--- src/rtl/grp4_pkg.sv ---
// Shared definitions for the grouped four-bit recognizer.
// Assumes frames are four bits and both accepted words end in the same two bits.
package grp4_pkg;

    localparam int GRP4_FRAME_LEN = 4;
    localparam int GRP4_PHASE_W   = $clog2(GRP4_FRAME_LEN);
    localparam logic [GRP4_FRAME_LEN-1:0] GRP4_WORD_A = 4'b1010;
    localparam logic [GRP4_FRAME_LEN-1:0] GRP4_WORD_B = 4'b0110;

    localparam int GRP4_NUM_STATES = 7;
    localparam int GRP4_STATE_W    = $clog2(GRP4_NUM_STATES);

    // Reduced state set: prefix-tracking states plus a shared miss path.
    typedef enum logic [GRP4_STATE_W-1:0] {
        ST_START = 3'd0,   // waiting for first bit of a frame
        ST_LEAD_A = 3'd1,  // first bit agrees with word A
        ST_LEAD_B = 3'd2,  // first bit agrees with word B
        ST_PFX2  = 3'd3,   // two bits still consistent with a word
        ST_MISS2 = 3'd4,   // two bits, no word possible
        ST_PFX3  = 3'd5,   // three bits still consistent
        ST_MISS3 = 3'd6    // three bits, no word possible
    } grp4_state_e;

endpackage

--- src/rtl/grp4_next_state.sv ---
// Next-state and match logic of the recognizer.
// Purely combinational; assumes the state input is one of the seven legal codes.
module grp4_next_state
    import grp4_pkg::*;
(
    input  grp4_state_e state_i,
    input  logic        bit_i,
    output grp4_state_e state_o,
    output logic        hit_o
);

    // Transition table: advance along the surviving prefix or the miss path.
    always_comb begin
        state_o = ST_START;
        hit_o   = 1'b0;
        unique case (state_i)
            ST_START: begin
                state_o = (bit_i == GRP4_WORD_A[3]) ? ST_LEAD_A : ST_LEAD_B;
            end
            ST_LEAD_A: begin
                state_o = (bit_i == GRP4_WORD_A[2]) ? ST_PFX2 : ST_MISS2;
            end
            ST_LEAD_B: begin
                state_o = (bit_i == GRP4_WORD_B[2]) ? ST_PFX2 : ST_MISS2;
            end
            ST_PFX2: begin
                state_o = (bit_i == GRP4_WORD_A[1]) ? ST_PFX3 : ST_MISS3;
            end
            ST_MISS2: begin
                state_o = ST_MISS3;
            end
            ST_PFX3: begin
                state_o = ST_START;
                hit_o   = (bit_i == GRP4_WORD_A[0]);
            end
            ST_MISS3: begin
                state_o = ST_START;
            end
            default: begin
                state_o = ST_START;
            end
        endcase
    end

endmodule

--- src/rtl/grp4_state_reg.sv ---
// State storage for the recognizer, binary or one-hot by parameter.
// Assumes a synchronous active-low reset; the output is always a decoded enum.
module grp4_state_reg
    import grp4_pkg::*;
#(
    parameter bit ONE_HOT = 1'b0
) (
    input  logic        clk,
    input  logic        rst_n,
    input  grp4_state_e state_d,
    output grp4_state_e state_q
);

    generate
        if (ONE_HOT) begin : g_onehot
            logic [GRP4_NUM_STATES-1:0] hot_q;
            logic [GRP4_NUM_STATES-1:0] hot_d;

            // Encode the requested state as a single set bit.
            always_comb begin
                hot_d = '0;
                hot_d[state_d] = 1'b1;
            end

            // Hold the one-hot vector; reset sets the start bit.
            always_ff @(posedge clk) begin
                if (!rst_n) begin
                    hot_q <= '0;
                    hot_q[ST_START] <= 1'b1;
                end else begin
                    hot_q <= hot_d;
                end
            end

            // Decode the set bit back to a state code.
            always_comb begin
                state_q = ST_START;
                for (int i = 0; i < GRP4_NUM_STATES; i++) begin
                    if (hot_q[i]) begin
                        state_q = grp4_state_e'(i[GRP4_STATE_W-1:0]);
                    end
                end
            end
        end else begin : g_binary
            grp4_state_e bin_q;

            // Hold the binary state code.
            always_ff @(posedge clk) begin
                if (!rst_n) begin
                    bin_q <= ST_START;
                end else begin
                    bin_q <= state_d;
                end
            end

            assign state_q = bin_q;
        end
    endgenerate

endmodule

--- src/rtl/grp4_flag_reg.sv ---
// Registers the match strobe so the flag comes straight from a flop.
// Assumes a synchronous active-low reset.
module grp4_flag_reg (
    input  logic clk,
    input  logic rst_n,
    input  logic hit_i,
    output logic flag_o
);

    // Capture the strobe computed on the edge sampling the fourth bit.
    always_ff @(posedge clk) begin
        if (!rst_n) begin
            flag_o <= 1'b0;
        end else begin
            flag_o <= hit_i;
        end
    end

endmodule

--- src/rtl/grp4_recognizer.sv ---
// Grouped four-bit recognizer: splits a serial stream into frames of four
// and pulses z_out one cycle after a frame equal to an accepted word.
// Assumes one valid bit per clock and synchronous active-low reset.
module grp4_recognizer
    import grp4_pkg::*;
#(
    parameter bit ONE_HOT = 1'b0
) (
    input  logic clk,
    input  logic rst_n,
    input  logic x_in,
    output logic z_out
);

    grp4_state_e state_q;
    grp4_state_e state_d;
    logic        hit;

    grp4_next_state u_next (
        .state_i (state_q),
        .bit_i   (x_in),
        .state_o (state_d),
        .hit_o   (hit)
    );

    grp4_state_reg #(
        .ONE_HOT (ONE_HOT)
    ) u_state (
        .clk     (clk),
        .rst_n   (rst_n),
        .state_d (state_d),
        .state_q (state_q)
    );

    grp4_flag_reg u_flag (
        .clk    (clk),
        .rst_n  (rst_n),
        .hit_i  (hit),
        .flag_o (z_out)
    );

endmodule

--- config.mk ---
export PLATFORM = sky130hd
export DESIGN_NAME = grp4_recognizer
export DESIGN_NICKNAME = d
export VERILOG_FILES = /design/src/rtl/grp4_pkg.sv /design/src/rtl/grp4_next_state.sv /design/src/rtl/grp4_state_reg.sv /design/src/rtl/grp4_flag_reg.sv /design/src/rtl/grp4_recognizer.sv
export SDC_FILE = /design/constraint.sdc
export NUM_CORES = 1
export LEC_CHECK = 0
export BUFFER_PORTS_ARGS = -buffer_cell sky130_fd_sc_hd__buf_2
export CORE_AREA = 2 2 39 41
export CTS_CLUSTER_DIAMETER = 60
export DETAILED_ROUTE_END_ITERATION = 8
export DIE_AREA = 0 0 41 43
export PLACE_DENSITY_LB_ADDON = 0.1
export SYNTH_ARGS = -nofsm -noshare
export SYNTH_HDL_FRONTEND = slang
export SYNTH_SLANG_ARGS = --single-unit
--- constraint.sdc ---
create_clock -name clk -period 1.95 [get_ports clk]
set_input_delay 0 -clock clk [delete_from_list [all_inputs] [get_ports clk]]
set_output_delay 0 -clock clk [all_outputs]
set_load 0.005 [all_outputs]
# After elaboration in Yosys (flattened, before gate mapping)
# Index checks and enable logic that the tools add are counted.
[op_classes]
eq_ne = 5
muxes = 5
bitwise_logic = 1
reduce_logical = 2
[ops]
columns = ["operator", "count"]
rows = [
  ["case mux 3 bit (5 select lines)", 1],
  ["equality test 3 x 2 -> 1 bit (second input constant)", 2],
  ["equality test 3 bit (second input constant)", 2],
  ["2-to-1 mux 3 bit", 2],
  ["2-to-1 mux 2 bit", 2],
  ["equality test 3 x 1 -> 1 bit (second input constant)", 1],
  ["logical NOT 3 bit", 1],
  ["AND reduction 2 bit", 1],
  ["inverter 1 bit", 1],
]
[totals]
regBits = 4
inputBits = 3
out_inout_bits = 1
wordCells = 15

# Depth between registers and ports, before layout
# Gate-level depths: netlist (run 1).
[logic_depth]
depth_word = 2
depth_mapped = 3
depth_no_buf = 3

# Modules after synthesis
# From an unflattened synthesis (run 1), not the netlist that was laid out.
[hier_totals]
cells_unflattened = 18
hier_area_um2 = 177.7
[by_module_without_submodules]
columns = ["module", "n_inst", "cells_each", "area_per_inst_um2", "seq_area_each_um2"]
rows = [
  ["grp4_state_reg", 1, 6, 78.8, 60.1],
  ["grp4_next_state", 1, 10, 72.6, 0.0],
  ["grp4_flag_reg", 1, 2, 26.3, 20.0],
]

# Least setup slack after synthesis (run 1)
# No wires, ideal clock.
[synth_path]
path_type = "register to register"
startpoint = "reg u_state.g_binary.bin_q[1], in the netlist u_state.state_q[1]"
endpoint = "reg u_state.g_binary.bin_q[0], in the netlist u_state.state_q[0]"
setup_time_ns = 0.119
arrival_ns = 0.738
required_time_ns = 1.831
path_slack_ns = 1.093
stages_incl_launch_ff = 4
path_buffers = 0
synth_period_minus_slack_ns = 0.857
cell_sequence = "dfxtp_1 and2b_1 xnor2_1 nor3b_2"
[synth_between]
elab_chain_len = 2
word_cells_on_any_way = 6
classes_between = "4 x eq/ne; 1 x mux; 1 x reduce/logical"
[synth_lines]
columns = ["element", "line_no", "rtl"]
rows = [
  ["start: declaration", "grp4_state_reg.sv:45", "grp4_state_e bin_q;"],
  ["start signal: assignment", "grp4_state_reg.sv:52", "bin_q <= state_d;"],
  ["equality test 3 bit (tied with other cells)", "grp4_next_state.sv:16", "unique case (state_i)"],
  ["case mux 3 bit (5 select lines) (*)", "grp4_next_state.sv:16", ""],
]
# Every way passes the cells marked *; elsewhere a longest branch is shown, timed or not.
# A chain may end at the register's enable or synchronous reset.

# Final worst setup path (run 1)
# Ends and elaborated chain as after synthesis.

==> results of run 1 <==
==> area by class of cell <==
| cell class | count | share of cell area |
|---|---|---|
| Clock buffer | 3 | 0.0933 |
| Multi-Input combinational cell | 14 | 0.430 |
| Sequential cell | 4 | 0.332 |
| Tap cell | 16 | 0.0829 |
| Timing Repair Buffer | 3 | 0.0622 |
==> stage by stage <==
stage | hold slack [ns] | total power [mW]
after detailed placement | 0.261 | 0.160
after global routing | 0.0228 | 0.280
after floorplan | 0.0768 | 0.147
after CTS | 0.0162 | 0.265
after global placement | 0.270 | 0.161
final | 0.0229 | 0.257
==> cells by family (layout without fill, tap and decap cells) <==
family                    after synthesis  after routing  share of synthesized area
buffers and inverters                   0              6                          0
AOI/OAI and AO/OA                       2              2                     0.0612
muxes                                   1              1                     0.0544
xor gates and xnor gates                2              2                     0.0953
DFF                                     4              4                      0.435
and+or+nand+nor                         9              9                      0.354
==> sequential cells by signal (all words and copies together), names as in the netlist <==
name / cells
u_flag.flag_o: 1
u_state.state_q: 3
==> how the worst max path moves through the flow <==
| stage | from | depth (start not counted) | endpoint | slack [ns] |
|---|---|---|---|---|
| 2_1_floorplan | u_state.state_q[1]$_SDFF_PN0_ | 3 | u_state.state_q[0]$_SDFF_PN0_ | 1.09 |
| 3_3_place_gp | u_state.state_q[1]$_SDFF_PN0_ | 3 | u_state.state_q[0]$_SDFF_PN0_ | 1.03 |
| 3_5_place_dp | u_state.state_q[1]$_SDFF_PN0_ | 3 | u_state.state_q[0]$_SDFF_PN0_ | 1.04 |
| 4_1_cts | u_state.state_q[1]$_SDFF_PN0_ | 3 | u_state.state_q[0]$_SDFF_PN0_ | 1.02 |
| 5_1_grt | u_state.state_q[1]$_SDFF_PN0_ | 3 | u_state.state_q[0]$_SDFF_PN0_ | 0.98 |
| 6_report | u_state.state_q[1]$_SDFF_PN0_ | 3 | u_state.state_q[0]$_SDFF_PN0_ | 1.04 |
==> cell usage in the layout, fill, tap and decap left out <==
cell and count:
nand4bb_1 1, dfxtp_1 4, and2_1 1, and2b_1 1, nor3b_2 1, nand2_1 1
mux2i_1 1, buf_2 3, clkbuf_4 3, o21ai_0 1, nand2b_1 3, o22ai_1 1
xnor2_1 2, nor3_1 1
==> routing by layer <==
layer	global-route usage	vias up	wire (um)
met3	0.0314	2	9
met4	0.100	0	14
met5	0	-	0
li1	-	75	-
met1	0.0611	75	150
met2	0.0688	4	151
==> power groups by stage <==
stage / clock network, mW / logic, mW / registers (mW)
6_report: 0.0984 / 0.0480 / 0.111
5_1_grt: 0.112 / 0.0545 / 0.114
3_5_place_dp: 0 / 0.0476 / 0.112
4_1_cts: 0.105 / 0.0488 / 0.111
2_1_floorplan: 0 / 0.0392 / 0.108
3_3_place_gp: 0 / 0.0467 / 0.114
==> critical path, stage by stage (launching register included) <==
cell and delay [ns]:
dfxtp_1 0.36, and2b_1 0.20, xnor2_1 0.13, nor3b_2 0.15
==> flow_summary.json, run 1 <==
{
  "multiInputGateArea_sq_um": 104,
  "ys_seq_area_frac": 0.435,
  "synth.most_common_cell": "dfxtp_1",
  "post_layout_nonfiller_instances": 40,
  "design.core.area_sq_um": 1380,
  "place.gp.congestion": 0.653,
  "dpl.cell_count": 37,
  "hold_violations": 0,
  "io_buffers": 3,
  "grt_pass1_vias": 174,
  "hold_path_class": "primary input to register",
  "hold_depth": 2,
  "min_from": "x_in",
  "yosysUniqueCellTypes": 12,
  "dpl_worst_slack_ns": 1.04,
  "worst_slack_ns": 1.04,
  "min_to": "u_flag.flag_o$_SDFF_PN0_",
  "first_pass_iters": 3,
  "yosys.area.top_type": "dfxtp_1",
  "stdcell_area_sq_um": 241,
  "start_util": 0.133,
  "clkSlewWorstSetupHoldPaths_ns": 0.03,
  "avgViaCountPerCell": 3.90,
  "grt_pass1_wl_um": 641,
  "crit_type": "register to register",
  "r2r_start": "u_state.state_q[1]$_SDFF_PN0_",
  "worst_pin_slew_ns": 0.170,
  "netlist.area_leader.share": 0.435,
  "placed_cell_area_sq_um": 219,
  "drt-total-wl_um": 326,
  "ys.flop_type": "dfxtp_1",
  "io_pins": 4,
  "cts_buffer_depth": 2,
  "cts_inserted_buffers": 3,
  "power.density_nw_per_um2": 1060,
  "rows": 14,
  "route.detailed.drc": 0,
  "cts_sinks": 4,
  "ctsHoldBuffers": 0,
  "fin_nets": 29,
  "clock_skew_ns": 0.000876,
  "power.switching_mw": 0.0630,
  "cts_tree": "done",
  "crit_path_start_kind": "register",
  "grt_setup_unrepaired": "no",
  "min_period_ns": 0.914,
  "power_leakage_nw": 0.0952,
  "fin_setup_tns_ns": 0,
  "regArea_sq_um": 80.1,
  "htreeDepth": 1,
  "grt_max_degree": 7,
  "antenna_found_initial": 0,
  "endpoint_kind": "register",
  "ir_worst_vdd_mv": 0.167,
  "num_vias": 156,
  "dieHeight_um": 43,
  "drt_iter0_markers": 3,
  "finalCritPeriodShare": 0.469,
  "relSlewSlack": 0.886,
  "die_x_um": 41,
  "num-fill-cells": 162,
  "synth_common_cells": "dfxtp_1 (4), nand2b_1 (3), xnor2_1 (2)",
  "yosysWarnings": 0,
  "rr_worst_depth": 3,
  "status": "completed",
  "drive_gt1_frac": 0.292,
  "wl_per_cell_um": 8.15,
  "synth_seq_cells": 4,
  "clkLatencyLatePin_ns": 0.23,
  "switching_share": 0.245,
  "slew_violations": 0,
  "dieArea_sq_um": 1760,
  "ctsResizeCount": 0,
  "p_int_mw": 0.194,
  "fin_util": 0.175,
  "post_cts_buffers": 0,
  "syn_area_sq_um": 184,
  "r2r_slack_ns": 1.04,
  "syn_area_per_cell_sq_um": 10.2,
  "diodes": 0,
  "pwr-share-clk": 0.383,
  "async_flop_share": 0,
  "power_frac_comb": 0.187,
  "synthTopCellsByArea": "dfxtp_1 (44%), nand2b_1 (10%), xnor2_1 (9.5%), nor3b_2 (6.8%), nand4bb_1 (6.1%)",
  "synth_nets": 21,
  "syn-instance-count": 18,
  "track_usage": 0.0622,
  "synth_edf_count": 0,
  "path_max_fanout": 4,
  "timing.rr.end": "u_state.state_q[0]$_SDFF_PN0_",
  "max_cap_viol_count": 0,
  "fmax_mhz": 1090,
  "power_frac_seq": 0.430,
  "worst_ep_arrival_time_ns": 1.07,
  "area_delta_synth_final_pct": 31.3,
  "globalRouteOverflowTotal": 0,
  "cts_root_buffer": "clkbuf_4",
  "setup_viol": 0,
  "worstPathRequired_ns": 2.11,
  "ant_nets": 0
}
No activity file was read; power rests on OpenSTA's default activity.
==> run 2, diff against run 1 <==
clock period = 0.8 ns   (was 1.95 ns; I/O delays follow)
==> run 2 against run 1 <==
The run now ends with setup timing left. Total power grew to 2.7 times the previous value. Sequential power up 140%. Critical path depth unchanged. Clock power increased by 150%. Clock-buffer cell count is the same. Combinational power rose to 3.7 times the previous value. Global-route usage down 0.31 points. Sequential cell count unchanged. Register-to-register slack worse by 1.1 ns.
==> flow_summary.json, run 2 (synthesis results as in run 1) <==
{
  "dieHeight_um": 43,
  "top_usage_layer": "met4",
  "max_cap_viol_count": 0,
  "cts_sinks": 4,
  "place.gp.congestion": 0.567,
  "grt_pass1_wl_um": 614,
  "post_cts_buffers": 0,
  "grtUsageMet1": 0.0481,
  "path_max_fanout": 4,
  "design.core.area_sq_um": 1380,
  "htreeDepth": 1,
  "ctsHoldBuffers": 0,
  "globalRouteOverflowTotal": 0,
  "dpl.cell_count": 41,
  "gr-usage-met2": 0.0906,
  "relSlewSlack": 0.890,
  "largest_register_ffs": 3,
  "start_util": 0.133,
  "min_from": "x_in",
  "worst_slack_ns": -0.0809,
  "ant_nets": 0,
  "io_buffers": 3,
  "io_pins": 4,
  "final_common_cell": "buf_4",
  "slew_violations": 0,
  "endpoint_kind": "register",
  "num_vias": 156,
  "worstPathRequired_ns": 0.96,
  "crit_path_start_kind": "register",
  "hold_violations": 0,
  "whs_ns": 0.0186,
  "finalCritPeriodShare": 1.10,
  "num-fill-cells": 162,
  "fin_nets": 33,
  "grt_setup_unrepaired": "yes",
  "r2r_start": "u_state.state_q[1]$_SDFF_PN0_",
  "r2r_slack_ns": -0.08,
  "grt_max_degree": 6,
  "rows": 14,
  "clkLatencyLatePin_ns": 0.23,
  "min_period_ns": 0.881,
  "rr_worst_depth": 3,
  "wl_per_cell_um": 8.73,
  "timing.rr.end": "u_state.state_q[0]$_SDFF_PN0_",
  "regArea_sq_um": 82.6,
  "first_pass_iters": 2,
  "drive_gt1_frac": 0.464,
  "violations": "setup timing",
  "drt_iter0_markers": 2,
  "fmax_mhz": 1140,
  "multiInputGateArea_sq_um": 104,
  "min_to": "u_flag.flag_o$_SDFF_PN0_",
  "dieArea_sq_um": 1760,
  "layout_common_cells": "buf_4 (4), nand2b_1 (3), clkbuf_4 (3), buf_2 (3)",
  "cts_inserted_buffers": 3,
  "avgViaCountPerCell": 3.55,
  "worst_pin_slew_ns": 0.164,
  "drt-total-wl_um": 384,
  "cts_root_buffer": "clkbuf_4",
  "clkSlewWorstSetupHoldPaths_ns": 0.04,
  "area_delta_synth_final_pct": 49.0,
  "clock_skew_ns": 0.00159,
  "worst_ep_arrival_time_ns": 1.04,
  "die_x_um": 41,
  "antenna_found_initial": 0,
  "setup_viol": 3,
  "dp_hpwl_um": 306,
  "power.density_nw_per_um2": 2530,
  "cts_buffer_depth": 2,
  "crit_type": "register to register",
  "route.detailed.drc": 0,
  "diodes": 0,
  "status": "finished with violations",
  "post_layout_nonfiller_instances": 44,
  "cts_tree": "done",
  "grt_pass1_vias": 160,
  "power_leakage_nw": 0.117,
  "hold_path_class": "primary input to register",
  "hold_depth": 2,
  "track_usage": 0.0592,
  "grt_util_met3": 0,
  "ir_worst_vdd_mv": 0.285
}
==> run 2: changes by cell type in the layout (fill, tap and decap cells not counted), sizes merged <==
cell  before  now
buf        3    7
==> run 2: layout make-up <==
| type | count | area share |
|---|---|---|
| multi-input combinational | 14 | 0.379 |
| clock buffer | 3 | 0.0822 |
| timing repair buffer | 7 | 0.164 |
| tap | 16 | 0.0731 |
| sequential | 4 | 0.301 |
==> run 2: worst max-delay path by stage <==
stage                                  start                            end  slack (ns)  cells past startpoint
6_report       u_state.state_q[1]$_SDFF_PN0_  u_state.state_q[0]$_SDFF_PN0_       -0.08                      3
5_1_grt        u_state.state_q[1]$_SDFF_PN0_  u_state.state_q[0]$_SDFF_PN0_       -0.14                      3
4_1_cts        u_state.state_q[1]$_SDFF_PN0_  u_state.state_q[0]$_SDFF_PN0_       -0.09                      3
3_5_place_dp   u_state.state_q[1]$_SDFF_PN0_  u_state.state_q[0]$_SDFF_PN0_       -0.08                      3
3_3_place_gp   u_state.state_q[1]$_SDFF_PN0_  u_state.state_q[0]$_SDFF_PN0_       -0.08                      3
2_1_floorplan  u_state.state_q[1]$_SDFF_PN0_  u_state.state_q[0]$_SDFF_PN0_       -0.05                      3
==> run 2: stage by stage <==
stage                     cell area (sq um)  utilization  TNS (ns)  total power [mW]  setup WS, ns
after global placement                  250        0.181    -0.154             0.445       -0.0787
after floorplan                         185            -   -0.0464             0.362       -0.0464
after global routing                    274        0.198    -0.283             0.744        -0.140
after CTS                               274        0.198    -0.128             0.711       -0.0926
after detailed placement                250        0.181    -0.148             0.448       -0.0821
final                                   274        0.198    -0.106             0.693       -0.0809
==> run 2: worst max-delay path, cell delays in order (launching register included) <==
cell,delay [ns]
dfxtp_2,0.34
and2b_1,0.19
xnor2_1,0.13
nor3b_2,0.15
==> run 2: timing repair <==
item,CTS,global route
resized for setup,2,0
gates cloned,0,0
endpoints found under the setup margin,3,3
pin swaps,1,0
==> run 2: routing by layer <==
metal | wire (um) | vias to the layer above
li1 | - | 83
met1 | 141 | 71
met2 | 232 | 2
met3 | 10 | 0
met4 | 0 | 0
met5 | 0 | -
==> run 2: report_power, final <==
| part | total [mW] | leakage (nW) | internal [mW] | switching [mW] |
|---|---|---|---|---|
| logic | 0.179 | 0.0692 | 0.118 | 0.0603 |
| clock network | 0.244 | 0.0138 | 0.167 | 0.0766 |
| registers | 0.271 | 0.0336 | 0.238 | 0.0329 |
| total | 0.693 | 0.117 | 0.524 | 0.170 |
